==> src/rtl/async_serial_port.sv <==
module async_serial_port #(
  parameter int DATA_W     = 8,
  parameter int MULT_MAX   = 64,
  parameter int BRK_FRAMES = 2
) (
  input  logic              clk,
  input  logic              rst,
  input  logic              cs_n,
  input  logic              rd_n,
  input  logic              wr_n,
  input  logic              cd,
  input  logic [DATA_W-1:0] din,
  output logic [DATA_W-1:0] dout,
  input  logic              tx_tick,
  input  logic              rx_tick,
  output logic              txd,
  input  logic              rxd,
  output logic              tx_rdy,
  output logic              tx_empty,
  output logic              rx_rdy,
  output logic              brk_det
);
  localparam int FRAME  = DATA_W + 2;
  localparam int BIT_W  = $clog2(FRAME);
  localparam int DIV_W  = $clog2(MULT_MAX);
  localparam int MUL_W  = $clog2(MULT_MAX + 1);
  localparam int BRK_W  = $clog2(BRK_FRAMES * FRAME * MULT_MAX + 1);

  typedef enum logic [1:0] {R_IDLE, R_START, R_DATA, R_STOP} rx_state_t;

  logic [1:0]       mode;
  logic [MUL_W-1:0] mult;
  logic [DIV_W-1:0] mlast, mhalf;
  logic [BRK_W-1:0] brk_thr;

  always_comb begin
    case (mode)
      2'b00:   mult = MUL_W'(1);
      2'b01:   mult = MUL_W'(16);
      default: mult = MUL_W'(MULT_MAX);
    endcase
  end

  assign mlast   = DIV_W'(mult - MUL_W'(1));
  assign mhalf   = DIV_W'(mult >> 1);
  assign brk_thr = BRK_W'(BRK_FRAMES * FRAME) * BRK_W'(mult);

  logic wr_q, rd_q;
  wire  wr_act = !cs_n && !wr_n;
  wire  rd_act = !cs_n && !rd_n;
  wire  ctl_wr = wr_act && !wr_q && cd;
  wire  dat_wr = wr_act && !wr_q && !cd;
  wire  sts_rd = rd_act && !rd_q && cd;
  wire  dat_rd = rd_act && !rd_q && !cd;

  always_ff @(posedge clk) begin
    if (rst) begin
      wr_q <= 1'b0;
      rd_q <= 1'b0;
      mode <= 2'b00;
    end else begin
      wr_q <= wr_act;
      rd_q <= rd_act;
      if (ctl_wr) mode <= din[1:0];
    end
  end

  logic [DATA_W-1:0] thr;
  logic              thr_full;
  logic [FRAME-1:0]  tsr;
  logic              tx_busy;
  logic [BIT_W-1:0]  tbit;
  logic [DIV_W-1:0]  tdiv;

  wire tx_done = tx_tick && tx_busy && (tdiv == mlast) && (tbit == BIT_W'(FRAME - 1));
  wire tx_load = tx_tick && thr_full && (!tx_busy || tx_done);

  always_ff @(posedge clk) begin
    if (rst) begin
      thr      <= '0;
      thr_full <= 1'b0;
      tsr      <= '1;
      tx_busy  <= 1'b0;
      tbit     <= '0;
      tdiv     <= '0;
    end else begin
      if (tx_load) begin
        tsr     <= {1'b1, thr, 1'b0};
        tx_busy <= 1'b1;
        tbit    <= '0;
        tdiv    <= '0;
      end else if (tx_done) begin
        tx_busy <= 1'b0;
      end else if (tx_tick && tx_busy) begin
        if (tdiv == mlast) begin
          tdiv <= '0;
          tbit <= tbit + BIT_W'(1);
          tsr  <= {1'b1, tsr[FRAME-1:1]};
        end else begin
          tdiv <= tdiv + DIV_W'(1);
        end
      end
      if (tx_load) begin
        thr_full <= 1'b0;
      end else if (dat_wr && !thr_full) begin
        thr      <= din;
        thr_full <= 1'b1;
      end
    end
  end

  assign txd      = tx_busy ? tsr[0] : 1'b1;
  assign tx_rdy   = !thr_full;
  assign tx_empty = !tx_busy;

  logic [1:0]        rsync;
  wire               rxs = rsync[1];
  rx_state_t         rstate;
  logic [DIV_W-1:0]  rdiv;
  logic [BIT_W-1:0]  rbit;
  logic [DATA_W-1:0] rsr, rbr;
  logic              rx_full, oe, fe;
  logic [BRK_W-1:0]  bcnt;

  wire rsamp  = rdiv == mlast;
  wire rx_fin = rx_tick && (rstate == R_STOP) && rsamp;

  always_ff @(posedge clk) begin
    if (rst) begin
      rsync  <= 2'b11;
      rstate <= R_IDLE;
      rdiv   <= '0;
      rbit   <= '0;
      rsr    <= '0;
    end else begin
      rsync <= {rsync[0], rxd};
      if (rx_tick) begin
        case (rstate)
          R_IDLE: if (!rxs) begin
            rdiv   <= '0;
            rbit   <= '0;
            rstate <= (mhalf == '0) ? R_DATA : R_START;
          end
          R_START: if (rdiv == mhalf - DIV_W'(1)) begin
            rdiv   <= '0;
            rstate <= rxs ? R_IDLE : R_DATA;
          end else begin
            rdiv <= rdiv + DIV_W'(1);
          end
          R_DATA: if (rsamp) begin
            rdiv <= '0;
            rsr  <= {rxs, rsr[DATA_W-1:1]};
            if (rbit == BIT_W'(DATA_W - 1)) rstate <= R_STOP;
            else                            rbit   <= rbit + BIT_W'(1);
          end else begin
            rdiv <= rdiv + DIV_W'(1);
          end
          default: if (rsamp) begin
            rdiv   <= '0;
            rstate <= R_IDLE;
          end else begin
            rdiv <= rdiv + DIV_W'(1);
          end
        endcase
      end
    end
  end

  always_ff @(posedge clk) begin
    if (rst) begin
      rbr     <= '0;
      rx_full <= 1'b0;
      oe      <= 1'b0;
      fe      <= 1'b0;
    end else begin
      if (dat_rd) rx_full <= 1'b0;
      if (sts_rd) begin
        oe <= 1'b0;
        fe <= 1'b0;
      end
      if (rx_fin) begin
        rbr     <= rsr;
        rx_full <= 1'b1;
        if (rx_full && !dat_rd) oe <= 1'b1;
        if (!rxs)               fe <= 1'b1;
      end
    end
  end

  always_ff @(posedge clk) begin
    if (rst || rxs)                      bcnt <= '0;
    else if (rx_tick && bcnt < brk_thr)  bcnt <= bcnt + BRK_W'(1);
  end

  assign brk_det = (bcnt >= brk_thr);
  assign rx_rdy  = rx_full;

  wire [7:0] status = {mode, brk_det, fe, oe, tx_empty, rx_full, tx_rdy};
  assign dout = cd ? DATA_W'(status) : rbr;

endmodule

==> config.mk <==
export PLATFORM = sky130hd
export DESIGN_NAME = async_serial_port
export DESIGN_NICKNAME = d
export VERILOG_FILES = /design/src/rtl/async_serial_port.sv
export SDC_FILE = /design/constraint.sdc
export NUM_CORES = 1
export LEC_CHECK = 0
export BUFFER_PORTS_ARGS = -buffer_cell sky130_fd_sc_hd__buf_2
export CORE_MARGIN = 2
export CORE_UTILIZATION = 55
export DETAILED_ROUTE_END_ITERATION = 8
export HOLD_SLACK_MARGIN = 0.05
export PLACE_DENSITY_LB_ADDON = 0.05
export REMOVE_ABC_BUFFERS = 1
export SETUP_SLACK_MARGIN = 0.2
export SYNTH_ARGS = -nofsm -noshare
export SYNTH_HDL_FRONTEND = slang
export SYNTH_SLANG_ARGS = --single-unit
==> constraint.sdc <==
create_clock -name clk -period 4.5 [get_ports clk]
set_input_delay 0.675 -clock clk [delete_from_list [all_inputs] [get_ports clk]]
set_output_delay 0.675 -clock clk [all_outputs]
set_load 0.05 [all_outputs]
==> summary.md, run 1 <==
| Metric | Value |
|---|---|
| MaxCap Viol Count | `0` |
| # nets final | `467` |
| Area growth syn-to-layout | `9.51%` |
| Global placement routability congestion | `0.837` |
| Port Buf Inserts | `29` |
| Measured slew at the worst slew-check pin | `811 ps` |
| Endpoint of the most critical register-to-register path | `bcnt[9]` |
| Core footprint | `0.00642 mm^2` |
| Max-slew violation total from the final report | `0` |
| Total of warnings raised by yosys | `0` |
| Outcome | `finished, violations left` |
| Yosys reg bits | `77` |
| Post-layout minimum cycle time | `3250 ps` |
| Insertion delay to the later sink of the worst-skew pair | `360 ps` |
| Arr. time, crit path | `2580 ps` |
| H-tree level count | `3` |
| Clock tree from TritonCTS | `done` |
| Wirelength, routed | `7340 um` |
| Kind of path behind the tightest hold check | `reg2reg` |
| Number of cells on the worst reg-to-reg path | `9` |
| Total count of hold-check failures in the final report | `0` |
| Share of cells above drive strength 1 | `13.3%` |
| Combined area of all synthesized cells | `0.00368 mm^2` |
| First-pass GRT wire length | `12600 um` |
| Die area | `0.00737 mm^2` |
| Syn avg cell area | `8.89 um^2` |
| CTS root buf | `sky130_fd_sc_hd__clkbuf_8` |
| Vertical extent of the die | `85.8 um` |
| Cell count along the critical path | `8` |
| Post-route design area | `0.00403 mm^2` |
| Horizontal die dimension | `85.8 um` |
| Number of buffer and inverter instances along the worst setup path | `2` |
| Startpoint of the worst-slack reg-to-reg timing path | `mode[1]` |
| Critical path, cell by cell | `or2_1, inv_1, ha_1, nor2_1, a311oi_1, a211oi_4, a31oi_1, buf_2` |
| Largest net degree at the start of global routing | `29` |
| Largest fanout of any net on the critical path | `10` |
| Crit path max-delay family | `compound AO/OA/AOI/OAI gates` |
| Period utilisation layout | `72.3%` |
| DR WL/cell | `14.1 um` |
| Slew HR | `45.7%` |
| Violations in the final reports | `DRC` |
| Most used flip-flop cell after synthesis | `sky130_fd_sc_hd__dfxtp_1` |
| Commonest non-fill, non-tap cell in the layout | `sky130_fd_sc_hd__dfxtp_1` |
| Total I/O pin count | `30` |
| Pwr dens | `318 mW/mm^2` |
| Number of vias per cell | `5.60` |
| CTS clock-pin slew for the worst setup and hold paths | `80 ps` |
| Number of setup buffers added after CTS | `0` |
| Unique masters post-synth | `48` |
| Critical Path Start Type | `flip-flop` |
| Leak Pwr | `0.00177 uW` |
| Top library cells by usage in the layout, fill and taps aside | `77 x sky130_fd_sc_hd__dfxtp_1, 64 x sky130_fd_sc_hd__nor2_1, 38 x sky130_fd_sc_hd__mux2i_1, 29 x sky130_fd_sc_hd__buf_2` |
| Starting density of the core | `57.3%` |
| Number of vias in the routed layout | `2913` |
| Iter 0 DRT Violations | `121` |
| Required time at the worst-slack endpoint | `3830 ps` |
| Launch instance of the worst min-delay path | `rsync[0]` |
| Worst vdd rail ir drop | `225 uV` |
| Worst hold path endpoint | `rsync[1]` |
| Cts-stage hold buffer count | `0` |
| Kind of critical path | `reg2out` |
| Post-Route Utilization | `62.8%` |
| Critical path endpoint category | `output pin` |
| Number of enable-type register cells in the synthesized netlist | `0` |
| Number of antenna violations at the first check in global routing | `0` |
| Fmax achieved | `0.307 GHz` |
| Largest incremental delay on the critical path | `460 ps` |
| Setup-failing EPs final | `0` |
| TritonCTS Buffers | `9` |
| Overall Global Routing Usage | `21.7%` |
| RSZ-0062 raised after global routing | `false` |
| Slowest CP cell | `sky130_fd_sc_hd__dfxtp_1` |
| Count of TritonRoute iterations in the first routing pass | `7` |
| TritonCTS sink count | `77` |
| Number of cells produced by synthesis | `414` |
| Maximum clock path buffer count | `2` |
| Global route total overflow | `0` |
| Proportion of synthesized flip-flops having asynchronous set or reset | `0%` |
| Post-route DRC | `1` |
| Setup TNS | `0 ps` |
| Detailed-placement wirelength estimate | `5300 um` |
| Number of global-route vias before repair | `2703` |
| ANT cells | `0` |
| Instance count along the most critical hold path | `1` |
| Cell Area, Placed | `0.00385 mm^2` |
| Core Rows | `29` |
| Count of cells resized by post-cts repair | `0` |
| Register-to-register setup slack | `1800 ps` |
| Worst setup skew after layout | `11.6 ps` |
| Post-synthesis sequential area ratio | `41.9%` |
| Antenna Nets Post-Route | `0` |
## synthesized netlist by cell type (all sizes together), types with 6 or more instances
library cell / count / share of area [%]
a21oi: 24 / 3.3
a2bb2oi: 9 / 2.1
and3: 7 / 1.2
clkbuf: 13 / 1.3
dfxtp: 77 / 42
ha: 12 / 4.1
inv: 15 / 1.5
mux2i: 38 / 10
nand2: 24 / 2.4
nand2b: 6 / 1.0
nand3: 17 / 2.3
nand4: 7 / 1.4
nor2: 64 / 6.5
nor3: 8 / 1.1
o21ai: 12 / 1.6
or3: 9 / 1.7
xor2: 11 / 2.6
## layout make-up
class | instances | area, um^2
sequential | 77 | 1540
tap | 77 | 96.3
clock buffer | 9 | 124
timing repair buffer | 30 | 153
multi-input combinational | 305 | 2000
inverter | 15 | 56.3
clock inverter | 7 | 58.8
fill | 577 | 2390
## cell families (layout without fill, tap and decap cells)
logic type	count (synthesis)	count (layout)	share of synthesized area, %
XOR/XNOR	14	14	3.33
adder cells (fa/ha/maj)	12	12	4.08
AND/OR/NAND/NOR	169	169	23.1
multiplexers	43	43	11.9
buffers and inverters	32	61	3.74
other	1	1	0.102
flip-flops	77	77	41.9
AO/OA/AOI/OAI	66	66	11.9
## sequential cells by signal (all words and copies together), names as in the netlist, 2 cells and up
name    cells
rsync       2
tdiv        6
bcnt       11
mode        2
rbit        4
tsr         9
rstate      2
tbit        4
thr         8
rbr         8
rsr         8
rdiv        6
## power by group
part | internal, uW | switching (uW)
Combinational | 34.2 | 58.9
Sequential | 691 | 9.68
Clock | 208 | 282
Total | 933 | 350
## metal layers
metal	vias up	global-route usage (%)	routed length, um
met4	0	9.38	58
met5	-	0	0
met2	48	31.9	3330
met1	1347	31.1	3710
met3	4	4.33	248
li1	1514	-	-
## worst max path at each step
| stage | from | end | slack [ps] |
|---|---|---|---|
| global placement | mode[1] | dout[5] | 1680 |
| floorplan | mode[1] | dout[5] | 1390 |
| finish | mode[1] | dout[5] | 1250 |
| detailed placement | mode[1] | dout[5] | 1600 |
| CTS | mode[1] | dout[5] | 1200 |
| global route | mode[1] | dout[5] | 1030 |
## per-stage QoR
stage / worst slack, ps / total power, uW / hold WS [ps] / std cells
3_3_place_gp: 1680 / 808 / 392 / 504
3_5_place_dp: 1600 / 810 / 409 / 504
6_report: 1250 / 1280 / 421 / 520
5_1_grt: 1030 / 1330 / 432 / 520
2_1_floorplan: 1390 / 775 / 389 / 397
4_1_cts: 1200 / 1300 / 429 / 520
No activity file was read; power rests on OpenSTA's default activity.
==> run 2, diff against run 1 <==
ABC_AREA = 1   (was unset)
CORE_UTILIZATION = 54   (was 55)
clock period = 2.9 ns   (was 4.5 ns; I/O delays follow)
==> run 2 against run 1 <==
The run now ends clean. Critical path type unchanged. First-iteration DRC count up 84%. Largest cell class unchanged. Combinational power rose to 3.1 times the previous value. Register-to-register slack worse by 800 ps. Global-route usage up 1.1 points.
==> summary.md, run 2 <==
| Metric | Value |
|---|---|
| Outcome | `finished, final reports clean (was finished, violations left)` |
| Fmax achieved | `0.402 GHz` |
| Post-layout minimum cycle time | `2490 ps` |
| Measured slew at the worst slew-check pin | `609 ps (was 811 ps)` |
| Insertion delay to the later sink of the worst-skew pair | `350 ps (was 360 ps)` |
| Kind of path behind the tightest hold check | `in2reg (was reg2reg)` |
| ANT cells | `0 (unchanged)` |
| Top library cells by usage in the layout, fill and taps aside | `114 x sky130_fd_sc_hd__nand2_1, 75 x sky130_fd_sc_hd__dfxtp_1, 71 x sky130_fd_sc_hd__inv_1, 56 x sky130_fd_sc_hd__a21oi_1, 55 x sky130_fd_sc_hd__nand3_1 (was 77 x sky130_fd_sc_hd__dfxtp_1, 64 x sky130_fd_sc_hd__nor2_1, 38 x sky130_fd_sc_hd__mux2i_1, 29 x sky130_fd_sc_hd__buf_2)` |
| Count of TritonRoute iterations in the first routing pass | `5 (was 7)` |
| TritonCTS Buffers | `9 (unchanged)` |
| Cts-stage hold buffer count | `0 (unchanged)` |
| Register-to-register setup slack | `1000 ps (was 1800 ps)` |
| Total count of hold-check failures in the final report | `0 (unchanged)` |
| Worst setup skew after layout | `13.0 ps (was 11.6 ps)` |
| Setup-failing EPs final | `0 (unchanged)` |
| Post-synthesis sequential area ratio | `38.4% (was 41.9%)` |
| Horizontal die dimension | `90.2 um (was 85.8 um)` |
| Global route total overflow | `0 (unchanged)` |
| Core footprint | `0.00721 mm^2 (was 0.00642 mm^2)` |
| Iter 0 DRT Violations | `223 (was 121)` |
| Number of global-route vias before repair | `3441 (was 2703)` |
| Number of antenna violations at the first check in global routing | `0 (unchanged)` |
| Most instantiated library cell after synthesis | `sky130_fd_sc_hd__nand2_1 (was sky130_fd_sc_hd__dfxtp_1)` |
| Largest cells by area after synthesis | `sky130_fd_sc_hd__dfxtp_1 38%, sky130_fd_sc_hd__nand2_1 11%, sky130_fd_sc_hd__a21oi_1 7.0% (was sky130_fd_sc_hd__dfxtp_1 42%, sky130_fd_sc_hd__mux2i_1 10%, sky130_fd_sc_hd__nor2_1 6.5%)` |
| Setup TNS | `0 ps (unchanged)` |
| DR WL/cell | `12.4 um (was 14.1 um)` |
| Period utilisation layout | `85.8%` |
| Yosys reg bits | `77 (unchanged)` |
| Worst vdd rail ir drop | `466 uV (was 225 uV)` |
| Wirelength, routed | `8680 um (was 7340 um)` |
| Required time at the worst-slack endpoint | `2470 ps (was 3830 ps)` |
| Clock tree from TritonCTS | `done (unchanged)` |
| Max-slew violation total from the final report | `0 (unchanged)` |
| Number of vias per cell | `5.28 (was 5.60)` |
| Largest fanout of any net on the critical path | `8 (was 10)` |
| Antenna Nets Post-Route | `0 (unchanged)` |
| Final total power | `2330 uW (was 1280 uW)` |
| # nets final | `623 (was 467)` |
| Port Buf Inserts | `29 (unchanged)` |
| Most used standard cells in the synthesized netlist | `114 x sky130_fd_sc_hd__nand2_1, 77 x sky130_fd_sc_hd__dfxtp_1, 71 x sky130_fd_sc_hd__inv_1, 56 x sky130_fd_sc_hd__a21oi_1, 55 x sky130_fd_sc_hd__nand3_1 (was 77 x sky130_fd_sc_hd__dfxtp_1, 64 x sky130_fd_sc_hd__nor2_1, 38 x sky130_fd_sc_hd__mux2i_1, 24 x sky130_fd_sc_hd__a21oi_1, 24 x sky130_fd_sc_hd__nand2_1)` |
| Global placement routability congestion | `0.857 (was 0.837)` |
| Kind of critical path | `reg2out (unchanged)` |
| Most used flip-flop cell after synthesis | `sky130_fd_sc_hd__dfxtp_1 (unchanged)` |
| Arr. time, crit path | `2050 ps (was 2580 ps)` |
| Commonest non-fill, non-tap cell in the layout | `sky130_fd_sc_hd__nand2_1 (was sky130_fd_sc_hd__dfxtp_1)` |
| Number of setup buffers added after CTS | `0 (unchanged)` |
| Top register by number of flip-flops | `bcnt (unchanged)` |
| H-tree level count | `3 (unchanged)` |
| Proportion of synthesized flip-flops having asynchronous set or reset | `0% (unchanged)` |
| Vertical extent of the die | `90.2 um (was 85.8 um)` |
| Unique masters post-synth | `35 (was 48)` |
| Biggest registers after layout | `bcnt x11, tsr x9 (unchanged)` |
| Leak Pwr | `0.00186 uW (was 0.00177 uW)` |
| Critical Path Start Type | `flip-flop (unchanged)` |
| Starting density of the core | `55.6% (was 57.3%)` |
| CTS clock-pin slew for the worst setup and hold paths | `90 ps (was 80 ps)` |
| MaxCap Viol Count | `0 (unchanged)` |
| Maximum clock path buffer count | `2 (unchanged)` |
| Share of cells above drive strength 1 | `12.7% (was 13.3%)` |
| Pwr dens | `527 mW/mm^2 (was 318 mW/mm^2)` |
| Portion of synthesized cell area occupied by the leading cell type | `38.4% (was 41.9%)` |
| Number of enable-type register cells in the synthesized netlist | `0 (unchanged)` |
| Met3 capacity usage during global routing | `5.78% (was 4.33%)` |
| Area growth syn-to-layout | `10.1% (was 9.51%)` |
| Slew HR | `59.3% (was 45.7%)` |
| Detailed-placement wirelength estimate | `6230 um (was 5300 um)` |
| Core Rows | `31 (was 29)` |
| Syn avg cell area | `7.04 um^2 (was 8.89 um^2)` |
| RSZ-0062 raised after global routing | `false (unchanged)` |
| TritonCTS sink count | `77 (unchanged)` |
| M2 GR Usage | `37.2% (was 31.9%)` |
| Die area | `0.00814 mm^2 (was 0.00737 mm^2)` |
| Area leader, netlist | `sky130_fd_sc_hd__dfxtp_1 (unchanged)` |
| CTS root buf | `sky130_fd_sc_hd__clkbuf_8 (unchanged)` |
| Post-route DRC | `0 (was 1)` |
| Global Route met1 Usage | `29.8% (was 31.1%)` |
| First-pass GRT wire length | `15400 um (was 12600 um)` |
| Total of warnings raised by yosys | `0 (unchanged)` |
| Overall Global Routing Usage | `22.8% (was 21.7%)` |
| Total I/O pin count | `30 (unchanged)` |
| Combined area of all synthesized cells | `0.00401 mm^2 (was 0.00368 mm^2)` |
| Flip-flop count of the largest register after layout | `11 (unchanged)` |
| Number of cells produced by synthesis | `570 (was 414)` |
| Most congested layer reported by global routing | `met2 (unchanged)` |
| Largest net degree at the start of global routing | `25 (was 29)` |
| Final hold slack | `244 ps (was 421 ps)` |
| Number of vias in the routed layout | `3682 (was 2913)` |
| Critical path endpoint category | `output pin (unchanged)` |
[run 2: cell count changes in the layout (fill, tap and decap cells not counted), moves of 8 or more]
| cell | before | now |
|---|---|---|
| sky130_fd_sc_hd__nand2_1 | 24 | 114 |
| sky130_fd_sc_hd__inv_1 | 15 | 71 |
| sky130_fd_sc_hd__mux2i_1 | 38 | 0 |
| sky130_fd_sc_hd__nand3_1 | 17 | 55 |
| sky130_fd_sc_hd__a21oi_1 | 24 | 56 |
| sky130_fd_sc_hd__o21ai_0 | 12 | 35 |
| sky130_fd_sc_hd__nand4_1 | 6 | 21 |
| sky130_fd_sc_hd__nor2_1 | 64 | 52 |
| sky130_fd_sc_hd__a2bb2oi_1 | 9 | 0 |
| sky130_fd_sc_hd__or3_1 | 8 | 0 |
[run 2: repair_timing]
item,CTS,global route
resized for setup,0,3
endpoints found under the setup margin,0,1
endpoints found under the hold margin,0,0
[run 2: worst paths after layout]
check        startpoint        to  depth (start not counted)
min                rd_n      rd_q                          2
max reg2reg     mode[0]   bcnt[7]                         12
max             bcnt[2]   dout[5]                          9
min reg2reg    rsync[0]  rsync[1]                          1
[run 2: area by class of cell]
type	instances	area (um^2)
Clock buffer	10	128
Sequential cell	77	1540
Clock inverter	6	93.8
Multi-Input combinational cell	398	2070
Inverter	76	285
Tap cell	99	124
Fill cell	704	2800
Timing Repair Buffer	32	170
[run 2: worst max-delay path, cell delays in order (launching register included)]
cell                       delay, ps
sky130_fd_sc_hd__dfxtp_1         480
sky130_fd_sc_hd__inv_1            80
sky130_fd_sc_hd__ha_1            280
sky130_fd_sc_hd__nand2_1          50
sky130_fd_sc_hd__nor3_1          180
sky130_fd_sc_hd__nand4_1         120
sky130_fd_sc_hd__nand3_1         140
sky130_fd_sc_hd__nand2_1          70
sky130_fd_sc_hd__nand2_1          80
sky130_fd_sc_hd__clkbuf_4        230
[run 2: power by group]
part / internal, uW / switching, uW
Sequential: 1100 / 33.0
Clock: 493 / 421
Combinational: 90.0 / 195
[run 2: metal layers]
metal / vias to the layer above / part of all wire [%]
met4: 0 / 1.9
li1: 1909 / -
met3: 19 / 4.9
met2: 79 / 46
met5: - / 0
met1: 1675 / 47
[run 2: cell families after synthesis]
family	share of synthesized area [%]
and+or+nand+nor	31.6
AOI/OAI and AO/OA	13.4
buffers and inverters	9.95
DFF	38.4
xor gates and xnor gates	2.84
adders and majority gates	3.74
other	0.0935
[run 2: through the flow]
step,std cells,setup slack [ps],instance area [um^2],utilization (%)
after floorplan,551,29.1,3900,-
after global placement,682,764,4190,58.1
after detailed placement,682,704,4190,58.1
after CTS,698,307,4410,61.2
after global routing,698,208,4420,61.2
final,698,410,4420,61.2
==> run 3, diff against run 2 <==
CELL_PAD_IN_SITES_DETAIL_PLACEMENT = 1   (was unset)
CELL_PAD_IN_SITES_GLOBAL_PLACEMENT = 2   (was unset)
CORE_MARGIN = unset   (was 2)
CORE_UTILIZATION = 31   (was 54)
==> run 3 against run 2 <==
Combinational power grew 5%. Hold slack improved by 20 ps. Critical path depth grew 1. Design area is 4.1% higher. Non-clock buffer count is the same. Sequential share of layout area decreased by 1.4 points. Sequential cell count did not move. Total power is 11% higher.
==> summary.md, run 3 (same netlist as run 2, synthesis figures left out) <==
| Metric | Value |
|---|---|
| Outcome | `finished, final reports clean (unchanged)` |
| Worst hold path endpoint | `rd_q (unchanged)` |
| Starting density of the core | `31.8% (was 55.6%)` |
| Register share of total power | `43.6% (was 48.5%)` |
| Commonest non-fill, non-tap cell in the layout | `sky130_fd_sc_hd__nand2_1 (unchanged)` |
| Register-to-register setup slack | `890 ps (was 1000 ps)` |
| Wirelength, routed | `11200 um (was 8680 um)` |
| Critical Path Start Type | `flip-flop (unchanged)` |
| Placed cell count | `755 (was 682)` |
| Total count of hold-check failures in the final report | `0 (unchanged)` |
| Leak Pwr | `0.00189 uW (was 0.00186 uW)` |
| Setup-failing EPs final | `0 (unchanged)` |
| # nets final | `623 (unchanged)` |
| Post-route DRC | `0 (unchanged)` |
| Antenna Nets Post-Route | `0 (unchanged)` |
| Slew HR | `55.4% (was 59.3%)` |
| Core footprint | `0.0126 mm^2 (was 0.00721 mm^2)` |
| Startpoint of the worst-slack reg-to-reg timing path | `mode[0] (unchanged)` |
| Net load switching power | `733 uW (was 650 uW)` |
| Instance count along the most critical hold path | `2 (unchanged)` |
| Share of cells above drive strength 1 | `12.4% (was 12.7%)` |
| Top register by number of flip-flops | `bcnt (unchanged)` |
| Share of total power consumed by net switching | `28.2% (was 27.9%)` |
| DR WL/cell | `14.5 um (was 12.4 um)` |
| ANT cells | `0 (unchanged)` |
| Kind of critical path | `reg2out (unchanged)` |
| Post-layout minimum cycle time | `2530 ps (was 2490 ps)` |
| Measured slew at the worst slew-check pin | `668 ps (was 609 ps)` |
| Port Buf Inserts | `29 (unchanged)` |
| Largest net degree at the start of global routing | `34 (was 25)` |
| Vertical extent of the die | `116 um (was 90.2 um)` |
| CTS root buf | `sky130_fd_sc_hd__clkbuf_16 (was sky130_fd_sc_hd__clkbuf_8)` |
| Worst vdd rail ir drop | `316 uV (was 466 uV)` |
| Part of the total power dissipated in combinational logic | `11.5% (was 12.2%)` |
| Global placement routability congestion | `0.783 (was 0.857)` |
| Launch instance of the worst min-delay path | `rd_n (unchanged)` |
| Count of TritonRoute iterations in the first routing pass | `4 (was 5)` |
| CTS clock-pin slew for the worst setup and hold paths | `60 ps (was 90 ps)` |
| Maximum clock path buffer count | `2 (unchanged)` |
| Top library cells by usage in the layout, fill and taps aside | `114 x sky130_fd_sc_hd__nand2_1, 77 x sky130_fd_sc_hd__dfxtp_1, 71 x sky130_fd_sc_hd__inv_1, 56 x sky130_fd_sc_hd__a21oi_1, 55 x sky130_fd_sc_hd__nand3_1 (was 114 x sky130_fd_sc_hd__nand2_1, 75 x sky130_fd_sc_hd__dfxtp_1, 71 x sky130_fd_sc_hd__inv_1, 56 x sky130_fd_sc_hd__a21oi_1, 55 x sky130_fd_sc_hd__nand3_1)` |
| Internal power of the cells | `1860 uW (was 1680 uW)` |
| MaxCap Viol Count | `0 (unchanged)` |
| Clock tree from TritonCTS | `done (unchanged)` |
| Clock share of power | `44.9% (was 39.2%)` |
| Detailed-placement wirelength estimate | `8170 um (was 6230 um)` |
| Endpoint of the most critical register-to-register path | `bcnt[6] (was bcnt[7])` |
| Flip-flop count of the largest register after layout | `11 (unchanged)` |
| Pwr dens | `565 mW/mm^2 (was 527 mW/mm^2)` |
| Number of global-route vias before repair | `3730 (was 3441)` |
| Arr. time, crit path | `2100 ps (was 2050 ps)` |
| First-pass GRT wire length | `18500 um (was 15400 um)` |
| Worst setup skew after layout | `6.86 ps (was 13.0 ps)` |
| Area growth syn-to-layout | `14.5% (was 10.1%)` |
| H-tree level count | `3 (unchanged)` |
| Number of vias in the routed layout | `3726 (was 3682)` |
| RSZ-0062 raised after global routing | `false (unchanged)` |
| Setup TNS | `0 ps (unchanged)` |
| Fmax achieved | `0.395 GHz (was 0.402 GHz)` |
| Insertion delay to the later sink of the worst-skew pair | `350 ps (about the same)` |
| Kind of path behind the tightest hold check | `in2reg (unchanged)` |
| TritonCTS Buffers | `9 (unchanged)` |
| Critical path endpoint category | `output pin (unchanged)` |
| Number of antenna violations at the first check in global routing | `0 (unchanged)` |
| Biggest registers after layout | `bcnt x11, tsr x9 (unchanged)` |
| TritonCTS sink count | `77 (unchanged)` |
| Largest fanout of any net on the critical path | `6 (was 8)` |
| Number of vias per cell | `4.83 (was 5.28)` |
| Core Rows | `41 (was 31)` |
| Period utilisation layout | `87.3% (was 85.8%)` |
| Max-slew violation total from the final report | `0 (unchanged)` |
| Global route total overflow | `0 (unchanged)` |
| Number of cells on the worst reg-to-reg path | `12 (unchanged)` |
| Number of standard cells in the final layout excluding fillers | `771 (was 698)` |
| Die area | `0.0134 mm^2 (was 0.00814 mm^2)` |
| Total I/O pin count | `30 (unchanged)` |
| Iter 0 DRT Violations | `152 (was 223)` |
| Horizontal die dimension | `116 um (was 90.2 um)` |
| Number of setup buffers added after CTS | `0 (unchanged)` |
| Required time at the worst-slack endpoint | `2470 ps (about the same)` |
| Overall Global Routing Usage | `18.3% (was 22.8%)` |
-- run 3: cell types whose count changed in the layout (fill, tap and decap cells not counted) --
cell	delta
sky130_fd_sc_hd__buf_12	+1
sky130_fd_sc_hd__bufinv_16	-1
sky130_fd_sc_hd__clkbuf_16	+9
sky130_fd_sc_hd__clkbuf_4	-1
sky130_fd_sc_hd__clkbuf_8	-9
sky130_fd_sc_hd__clkinv_4	-1
sky130_fd_sc_hd__clkinvlp_4	+2
sky130_fd_sc_hd__dfxtp_1	+2
sky130_fd_sc_hd__dfxtp_2	-2
-- run 3: layer usage --
metal / track usage (%) / vias up / share of wire, %
met4: 6.67 / 0 / 1.5
li1: - / 1919 / -
met2: 30.6 / 28 / 48
met5: 0 / - / 0
met3: 4.34 / 11 / 2.4
met1: 22.8 / 1768 / 48
-- run 3: worst max-delay path by stage --
stage	from	endpoint	slack (ps)	depth (start not counted)
floorplan	mode[1]	dout[5]	30	6
global route	mode[1]	dout[5]	220	10
detailed placement	mode[1]	dout[5]	640	10
finish	mode[1]	dout[5]	370	10
CTS	mode[1]	dout[5]	260	10
global placement	mode[1]	dout[5]	790	10
-- run 3: cell type report --
type	instances	area, um^2
tap	172	215
multi-input combinational	398	2070
clock inverter	6	70.1
clock buffer	10	229
inverter	76	285
timing repair buffer	32	183
sequential	77	1540
fill	1627	8020
-- run 3: worst max-delay path: stages, from the launching register on --
cell	delay (ps)
sky130_fd_sc_hd__dfxtp_1	380
sky130_fd_sc_hd__inv_2	140
sky130_fd_sc_hd__nand2_1	110
sky130_fd_sc_hd__ha_1	330
sky130_fd_sc_hd__nand4_1	110
sky130_fd_sc_hd__nor2_1	120
sky130_fd_sc_hd__nand4_1	90
sky130_fd_sc_hd__nand3_1	120
sky130_fd_sc_hd__nand2_1	60
sky130_fd_sc_hd__nand2_1	80
sky130_fd_sc_hd__buf_4	200
-- run 3: timing repair --
| item | CTS | global route |
|---|---|---|
| hold buffers | 0 | 0 |
| resized for setup | 0 | 2 |
| endpoints found under the setup margin | 0 | 1 |
-- run 3: power groups by stage --
stage | Clock (uW) | Sequential, uW | Combinational (uW)
after floorplan | 0 | 1150 | 209
after global placement | 0 | 1150 | 299
after detailed placement | 0 | 1160 | 305
after CTS | 1210 | 1130 | 306
after global routing | 1250 | 1140 | 342
final | 1170 | 1130 | 298
-- run 3: through the flow --
stage	setup WS (ps)	cell area, um^2	util [%]	total power [uW]	hold WS, ps
after detailed placement	641	4290	34.0	1460	399
after floorplan	29.1	3900	-	1350	389
after global routing	217	4600	36.4	2730	259
after CTS	256	4590	36.4	2650	255
after global placement	795	4290	34.0	1450	398
final	368	4600	36.4	2600	264
